### src/rtl/spim_pkg.sv
package spim_pkg;
    typedef enum logic [1:0] {
        ST_IDLE,
        ST_LOW,
        ST_HIGH,
        ST_DRAIN
    } spim_state_t;
endpackage

### src/rtl/spim_fifo.sv
module spim_fifo #(
    parameter int W     = 16,
    parameter int DEPTH = 4
) (
    input  logic                         clk,
    input  logic                         rst_n,
    input  logic                         clr,
    input  logic                         cap_one,
    input  logic                         push,
    input  logic [W-1:0]                 din,
    input  logic                         pop,
    output logic [W-1:0]                 dout,
    output logic [$clog2(DEPTH+1)-1:0]   count,
    output logic                         ovf
);
    localparam int AW = (DEPTH > 1) ? $clog2(DEPTH) : 1;
    localparam int CW = $clog2(DEPTH + 1);

    logic [W-1:0]  mem [DEPTH];
    logic [AW-1:0] wptr, rptr;
    logic          full, do_push, do_pop;

    function automatic logic [AW-1:0] bump(input logic [AW-1:0] p);
        return (p == AW'(DEPTH - 1)) ? '0 : p + 1'b1;
    endfunction

    assign full    = cap_one ? (count != '0) : (count == CW'(DEPTH));
    assign do_push = push && !full && !clr;
    assign do_pop  = pop && (count != '0) && !clr;
    assign dout    = mem[rptr];

    always_ff @(posedge clk) begin
        if (do_push) mem[wptr] <= din;
    end

    always_ff @(posedge clk) begin
        if (!rst_n || clr) begin
            wptr  <= '0;
            rptr  <= '0;
            count <= '0;
            ovf   <= 1'b0;
        end else begin
            if (push && full) ovf <= 1'b1;
            if (do_push) wptr <= bump(wptr);
            if (do_pop)  rptr <= bump(rptr);
            count <= count + CW'(do_push) - CW'(do_pop);
        end
    end
endmodule

### src/rtl/spim_shifter.sv
module spim_shifter
    import spim_pkg::*;
#(
    parameter int DATA_W = 16,
    parameter int DIV    = 6
) (
    input  logic              clk,
    input  logic              rst_n,
    input  logic              start_ok,
    input  logic [DATA_W-1:0] tx_word,
    input  logic              odd_par,
    input  logic              mod_timing,
    input  logic [1:0]        smpl_sel,
    input  logic              sin,
    output logic              load,
    output logic              sck,
    output logic              sout,
    output logic              busy,
    output logic              done,
    output logic [DATA_W-1:0] rx_word,
    output logic              rx_perr
);
    localparam int FW   = DATA_W + 1;
    localparam int HALF = DIV / 2;
    localparam int HW   = (HALF > 1) ? $clog2(HALF) : 1;
    localparam int BW   = $clog2(FW + 1);

    spim_state_t     state, nxt;
    logic [HW-1:0]   hcnt;
    logic [BW-1:0]   bit_idx;
    logic [FW-1:0]   tx_sh, rx_sh;
    logic            pend, mod_q, odd_q;
    logic [1:0]      dly, smpl_q, dsel;
    logic            hdone, last_bit, rise, fall, cap_now;

    assign hdone    = (hcnt == HW'(HALF - 1));
    assign last_bit = (bit_idx == BW'(FW - 1));
    assign rise     = (state == ST_LOW)  && hdone;
    assign fall     = (state == ST_HIGH) && hdone;
    assign load     = (state == ST_IDLE) && start_ok;
    assign dsel     = (smpl_q == 2'b11) ? 2'b00 : smpl_q;
    assign cap_now  = (!mod_q && rise) || (mod_q && fall && dsel == 2'b00)
                    || (pend && dly == 2'd1);
    assign done     = (state == ST_DRAIN) && !pend;
    assign rx_word  = rx_sh[FW-1:1];
    assign rx_perr  = (^rx_sh) != odd_q;
    assign sout     = tx_sh[FW-1];
    assign busy     = (state != ST_IDLE);

    // state register
    always_ff @(posedge clk) begin
        if (!rst_n) state <= ST_IDLE;
        else        state <= nxt;
    end

    // transitions
    always_comb begin
        nxt = state;
        unique case (state)
            ST_IDLE:  if (start_ok) nxt = ST_LOW;
            ST_LOW:   if (hdone) nxt = ST_HIGH;
            ST_HIGH:  if (hdone) nxt = last_bit ? ST_DRAIN : ST_LOW;
            ST_DRAIN: if (!pend) nxt = ST_IDLE;
            default:  nxt = ST_IDLE;
        endcase
    end

    // outputs and datapath
    always_ff @(posedge clk) begin
        if (!rst_n) begin
            hcnt    <= '0;
            bit_idx <= '0;
            sck     <= 1'b0;
            tx_sh   <= '0;
            rx_sh   <= '0;
            pend    <= 1'b0;
            dly     <= '0;
            mod_q   <= 1'b0;
            odd_q   <= 1'b0;
            smpl_q  <= '0;
        end else begin
            hcnt <= ((state == ST_LOW || state == ST_HIGH) && !hdone) ? hcnt + 1'b1 : '0;
            if (load) begin
                tx_sh   <= {tx_word, odd_par ? ~^tx_word : ^tx_word};
                bit_idx <= '0;
                mod_q   <= mod_timing;
                odd_q   <= odd_par;
                smpl_q  <= smpl_sel;
            end
            if (rise) sck <= 1'b1;
            if (fall) begin
                sck     <= 1'b0;
                tx_sh   <= {tx_sh[FW-2:0], 1'b0};
                bit_idx <= bit_idx + 1'b1;
            end
            if (cap_now) rx_sh <= {rx_sh[FW-2:0], sin};
            if (mod_q && fall && dsel != 2'b00) begin
                pend <= 1'b1;
                dly  <= dsel;
            end else if (pend) begin
                if (dly == 2'd1) pend <= 1'b0;
                dly <= dly - 1'b1;
            end
        end
    end
endmodule

### src/rtl/spim_top.sv
module spim_top #(
    parameter int DATA_W = 16,
    parameter int DIV    = 6,
    parameter int DEPTH  = 4
) (
    input  logic                        clk,
    input  logic                        rst_n,
    input  logic                        halt,
    input  logic                        pe_stop,
    input  logic                        odd_par,
    input  logic                        mod_timing,
    input  logic [1:0]                  smpl_sel,
    input  logic                        tx_dis,
    input  logic                        rx_dis,
    input  logic                        tx_clr,
    input  logic                        rx_clr,
    input  logic                        perr_clr,
    input  logic                        tx_wr,
    input  logic [DATA_W-1:0]           tx_wdata,
    input  logic                        rx_rd,
    output logic [DATA_W-1:0]           rx_rdata,
    output logic [$clog2(DEPTH+1)-1:0]  tx_count,
    output logic [$clog2(DEPTH+1)-1:0]  rx_count,
    output logic                        tx_ovf,
    output logic                        rx_ovf,
    output logic                        par_err,
    output logic                        busy,
    output logic                        sck,
    output logic                        sout,
    input  logic                        sin
);
    logic [DATA_W-1:0] tx_head, rx_word;
    logic              start_ok, load, done, rx_perr;

    assign start_ok = (tx_count != '0) && !halt && !(pe_stop && par_err);

    spim_fifo #(.W(DATA_W), .DEPTH(DEPTH)) u_txq (
        .clk(clk), .rst_n(rst_n), .clr(tx_clr), .cap_one(tx_dis),
        .push(tx_wr), .din(tx_wdata), .pop(load),
        .dout(tx_head), .count(tx_count), .ovf(tx_ovf)
    );

    spim_fifo #(.W(DATA_W), .DEPTH(DEPTH)) u_rxq (
        .clk(clk), .rst_n(rst_n), .clr(rx_clr), .cap_one(rx_dis),
        .push(done), .din(rx_word), .pop(rx_rd),
        .dout(rx_rdata), .count(rx_count), .ovf(rx_ovf)
    );

    spim_shifter #(.DATA_W(DATA_W), .DIV(DIV)) u_shift (
        .clk(clk), .rst_n(rst_n), .start_ok(start_ok), .tx_word(tx_head),
        .odd_par(odd_par), .mod_timing(mod_timing), .smpl_sel(smpl_sel),
        .sin(sin), .load(load), .sck(sck), .sout(sout), .busy(busy),
        .done(done), .rx_word(rx_word), .rx_perr(rx_perr)
    );

    always_ff @(posedge clk) begin
        if (!rst_n)                par_err <= 1'b0;
        else if (done && rx_perr)  par_err <= 1'b1;
        else if (perr_clr)         par_err <= 1'b0;
    end
endmodule

### config.mk
export PLATFORM = sky130hd
export DESIGN_NAME = spim_top
export DESIGN_NICKNAME = d
export VERILOG_FILES = /design/src/rtl/spim_pkg.sv /design/src/rtl/spim_fifo.sv /design/src/rtl/spim_shifter.sv /design/src/rtl/spim_top.sv
export SDC_FILE = /design/constraint.sdc
export NUM_CORES = 1
export LEC_CHECK = 0
export ABC_AREA = 1
export BUFFER_PORTS_ARGS = -buffer_cell sky130_fd_sc_hd__buf_4
export CAP_MARGIN = 40
export CORE_ASPECT_RATIO = 1.5
export CORE_MARGIN = 5
export CORE_UTILIZATION = 55
export CTS_CLUSTER_SIZE = 10
export DETAILED_ROUTE_END_ITERATION = 8
export GPL_TIMING_DRIVEN = 1
export PLACE_DENSITY_LB_ADDON = 0.12
export SKIP_CTS_REPAIR_TIMING = 1
export SYNTH_ARGS = -nofsm -noshare
export SYNTH_HDL_FRONTEND = slang
export SYNTH_SLANG_ARGS = --single-unit
### constraint.sdc
create_clock -name clk -period 3.82 [get_ports clk]
set_input_delay 0.764 -clock clk [delete_from_list [all_inputs] [get_ports clk]]
set_output_delay 0.764 -clock clk [all_outputs]
set_load 0.02 [all_outputs]
-- Word-level counts from Yosys, hierarchy flattened
Memories as Yosys holds them, arrays and structs flattened. A register that Yosys moved wholly into a read port is not among the register bits.
Cells that the tools add are included.
- memory bits (writable): 128
- input port bits: 32
- logic and storage cells: 140
- output and inout port bits: 28
- ROM bits: 0
- latch bits: 0
- memories: 2
- register bits: 68
- memories (memory ; depth ; bits a word ; read ports ; clocked after Yosys merged registers in ; write ports ; RTL line ; source):
    u_rxq.mem ; 4 ; 16 ; 1 ; 1 ; 1 ; spim_fifo.sv:19 ; logic [W-1:0] mem [DEPTH];
    u_txq.mem ; 4 ; 16 ; 1 ; 1 ; 1 ; spim_fifo.sv:19 ;
- divide/modulo/power cells: 0
- muxes and demuxes: 33
- eq/ne operators: 18
- bitwise operators: 1
- multipliers: 0
- reduce and logical (&&, ||, !) cells: 54
- add/subtract/negate cells: 11
- shifts and indexed selects: 0
- magnitude comparators: 0
- operator list (cell ; count):
    17-bit 2-to-1 mux ; 2
    2-bit 2-to-1 mux ; 16
    1-bit logical AND ; 24
    17-bit parity ; 1
    2-bit equality test (second input constant) ; 8
    16-bit XNOR reduction ; 1
    16-bit parity ; 1
    1-bit 2-to-1 mux ; 12
    2-bit by 1-bit adder with 2-bit output (second input constant) ; 5
    1-bit zero test ; 10
    5-bit 2-to-1 mux ; 2
    2-bit nonzero test ; 5
    2-bit case mux with 4 select lines ; 1
    3-bit by 1-bit adder with 3-bit output ; 2
    3-bit equality test (second input constant) ; 2
    2-bit by 1-bit != test with 1-bit output (second input constant) ; 3
    3-bit nonzero test ; 2
    3-bit by 1-bit subtractor with 3-bit output ; 2
    5-bit by 1-bit adder with 5-bit output (second input constant) ; 1
    5-bit equality test (second input constant) ; 1
    1-bit logical OR ; 5
    2-bit by 1-bit equality test with 1-bit output (second input constant) ; 2
    2-bit zero test ; 2
    4-bit AND reduction ; 1
    6 further kinds ; 6

-- Depth between registers and ports, before layout
- depth in word-level cells: 8
- gate-level depth with buffers: 18
- mapped depth without buffers: 17

-- Cells and area by module
From an unflattened synthesis, not the netlist that was laid out.
- cell total of the unflattened synthesis: 859
- area total of the unflattened synthesis: 8692.1 µm²
- modules (own cells, without submodules) (module ; area an instance (µm²) ; cells each ; instances ; sequential area each (µm²)):
    spim_fifo (u_txq) ; 2941.6 ; 233 ; 1 ; 2122.0
    spim_fifo (u_rxq) ; 2921.6 ; 234 ; 1 ; 2122.0
    spim_shifter ; 2758.9 ; 381 ; 1 ; 1021.0
    spim_top ; 70.1 ; 11 ; 1 ; 20.0

-- Worst setup path after synthesis
No wires, ideal clock.
- kind: input to register
- from: in pe_stop
- to: reg u_txq.count[2]
- buffers on the path: 0
- stages: 11
- path slack: 1.088 ns
- data required time: 3.750 ns
- arrival time: 2.663 ns
- setup time: 0.070 ns
- cell sequence: a21oi_1 nand3_1 inv_1 nand2_1 xnor2_1 ha_1 inv_1 fa_1 xnor2_1 or2_2 a21oi_1
- cells in the longest elaborated chain, start to end: 7
- ends and longest elaborated chain (element ; RTL line ; source):
    from (decl) ; spim_top.sv:9 ; input logic pe_stop,
    1-bit logical AND ; spim_top.sv:35 ; assign start_ok = (tx_count != '0) && !halt && !(pe_stop && par_err);
    1-bit zero test ; spim_top.sv:35 ;
    1-bit logical AND ; spim_top.sv:35 ;
    1-bit logical AND ; spim_shifter.sv:40 ; assign load = (state == ST_IDLE) && start_ok;
    1-bit logical AND (2 in series) ; spim_fifo.sv:29 ; assign do_pop = pop && (count != '0) && !clr;
    3-bit by 1-bit subtractor with 3-bit output ; spim_fifo.sv:46 ; count <= count + CW'(do_push) - CW'(do_pop);
    to (signal assigned) ; spim_fifo.sv:46 ;
    to (decl) ; spim_fifo.sv:13 ; output logic [$clog2(DEPTH+1)-1:0] count,
Every way passes these cells.
A chain may end at the register's enable or synchronous reset.

==> flow_summary.json <==
{
  "setup_viol": 0,
  "netlist_instances": 892,
  "relSlewSlack_pct": 53.7,
  "antenna_cells": 0,
  "place_congestion": 0.792,
  "drive_above_1_share_pct": 14.3,
  "ys_seq_area_share_pct": 60.6,
  "worst-path-max-fanout": 17,
  "clk_path_buf_depth": 2,
  "critPathBufInv": 2,
  "slowest_delay_ns": 0.71,
  "ir_worst_vdd_mv": 0.311,
  "clkTransAtPathRegs_ns": 0.08,
  "die_area_um2": 18500,
  "maxCapViolCount": 0,
  "rsz0062_at_grt": "no",
  "floorplan.initialDensity_pct": 55.8,
  "synth-main-ff-cell": "edfxtp_1",
  "root_buffer": "clkbuf_16",
  "fin_skew_ns": 0.0200,
  "crit_slowest_cell": "dfxtp_1",
  "fin_util_pct": 64.1,
  "ys_ff_latch": 200,
  "vias": 6174,
  "finalSetupTns_ns": 0,
  "clock_latency_ns": 0.44,
  "cts-htree-levels": 4,
  "period_share_pct": 73.6,
  "synth_edf_count": 128,
  "period_needed_ns": 2.81,
  "path_cells": "inv_1 > o21ai_0 > o22ai_1 > buf_4",
  "cpLargestDelayFamily": "flip-flops",
  "floorplan.rows": 56,
  "synth_warnings": 0,
  "cts_buffers": 17,
  "async_flop_share_pct": 0,
  "grt.overflow.total": 0,
  "report.final.hold_viol_count": 0,
  "die_x_um": 113,
  "wl_um": 17500,
  "timing.fmax_ghz": 0.356,
  "crit_type": "reg -> out",
  "start_kind": "flip-flop",
  "holdCritStartpoint": "u_shift.hcnt[0]",
  "cts_tree": "yes",
  "wl_per_cell_um": 15.0,
  "grt_pass1_wl_um": 29500,
  "drc": 0,
  "nets": 1012,
  "ioPinCount": 60,
  "dp_hpwl_um": 12000,
  "holdCritPathClass": "reg -> reg",
  "syn_avg_cell_area_um2": 9.78,
  "required_ns": 3.06,
  "crit_arrival_ns": 2.05,
  "status": "finished, final reports clean",
  "p_leak_nw": 4.25,
  "grt_max_degree": 34,
  "synth_nets": 949,
  "clkSinkCount": 200,
  "endpoint_kind": "output port",
  "drtPass1Iterations": 5,
  "dieHeight_um": 164,
  "drt-initial-drc-count": 315,
  "powerDensity_nw_per_um2": 452,
  "grt_usage_pct": 20.0,
  "antenna_found_initial": 0,
  "viasPerCell": 5.27,
  "maxSlewViolCount": 0,
  "grt_pass1_vias": 6377,
  "drtAntennaViolNets": 0,
  "synth_cell_type_count": 42,
  "synth_area_um2": 8720,
  "fp.coreArea_um2": 15600,
  "tightest_slew_ns": 0.694,
  "syn2layout_area_growth_pct": 14.7,
  "io_buffer_count": 59,
  "r2r-start": "u_shift.state[0]"
}
==> cell usage after synthesis, types with 7 or more instances <==
master / number / area (um2)
a31oi_1: 11 / 68.8
nand2_2: 17 / 106
dfxtp_1: 72 / 1440
clkbuf_1: 15 / 56.3
ha_1: 23 / 288
o21ai_0: 61 / 305
nand2_1: 217 / 815
nor3_1: 7 / 35.0
nand3_1: 44 / 220
o22ai_1: 16 / 100
xnor2_1: 16 / 140
a21oi_1: 22 / 110
inv_1: 71 / 267
edfxtp_1: 128 / 3840
nor2_1: 109 / 409
==> placed cells by master (no fill, tap or decap), types with 11 or more instances in the layout <==
cell type / synthesis / routed
nand2_2: 17 / 17
a31oi_1: 11 / 11
ha_1: 23 / 23
o21ai_0: 61 / 61
xnor2_1: 16 / 16
clkbuf_16: 0 / 17
nand2_1: 217 / 217
o22ai_1: 16 / 16
dfxtp_1: 72 / 72
inv_1: 71 / 71
a21oi_1: 22 / 22
nor2_1: 109 / 109
edfxtp_1: 128 / 128
buf_4: 3 / 73
nand3_1: 44 / 44
==> kinds of logic after synthesis <==
group / count (synthesis) / synth area share, %
compound gates: 132 / 8.79
xor+xnor: 21 / 2.11
fa+ha+maj: 25 / 3.76
buf+inv: 111 / 5.81
flops: 200 / 60.6
simple gates: 403 / 19.0
==> layout make-up <==
type	count	area, um2
Inverter	80	308
Sequential cell	200	5290
Fill cell	1244	5610
Clock inverter	15	215
Clock buffer	17	425
Multi-Input combinational cell	581	2930
Timing Repair Buffer	75	591
Tap cell	203	254
==> power by group <==
group / internal, mW / total [mW] / switching, mW
sequential: 2.32 / 2.34 / 0.0216
clock: 0.964 / 1.87 / 0.909
combinational: 0.115 / 0.309 / 0.194
==> state kept, by name, summed over array words and instances (netlist names), 2 cells and up, named ones only <==
| register | count |
|---|---|
| u_rxq.rptr | 2 |
| u_txq.rptr | 2 |
| u_shift.tx_sh | 17 |
| u_txq.count | 3 |
| u_txq.wptr | 2 |
| u_shift.state | 2 |
| u_shift.smpl_q | 2 |
| u_rxq.wptr | 2 |
| u_shift.rx_sh | 17 |
| u_txq.mem | 64 |
| u_shift.hcnt | 2 |
| u_shift.dly | 2 |
| u_rxq.count | 3 |
| u_shift.bit_idx | 5 |
| u_rxq.mem | 64 |
==> path summary, 6_finish.rpt <==
| kind | endpoint | slack [ns] | cells after the start |
|---|---|---|---|
| setup / recovery | rx_rdata[6] | 1.01 | 4 |
| hold reg to reg | u_shift.hcnt[0] | 0.44 | 1 |
| setup reg to reg | u_shift.rx_sh[6] | 1.04 | 9 |
| hold / removal | u_shift.hcnt[0] | 0.44 | 1 |
==> metal layers <==
layer | global-route usage, % | vias up | share of wire [%]
met5 | 0 | - | 0
met4 | 7.82 | 0 | 2.1
met3 | 3.94 | 29 | 3.2
met2 | 38.5 | 128 | 56
met1 | 21.0 | 2904 | 39
li1 | - | 3113 | -
==> per-stage QoR <==
| stage | cell area (um2) | std cells | setup WS (ns) | hold slack, ns | total power, mW |
|---|---|---|---|---|---|
| 5_1_grt | 10000 | 1171 | 0.753 | 0.470 | 4.70 |
| 4_1_cts | 9980 | 1170 | 0.746 | 0.449 | 4.57 |
| 3_5_place_dp | 9340 | 1138 | 0.591 | 0.438 | 2.70 |
| 2_1_floorplan | 8720 | 892 | 1.09 | 0.397 | 2.60 |
| 3_3_place_gp | 9330 | 1137 | 0.693 | 0.406 | 2.69 |
| 6_report | 10000 | 1171 | 1.01 | 0.445 | 4.53 |
No activity file was read; power rests on OpenSTA's default activity.
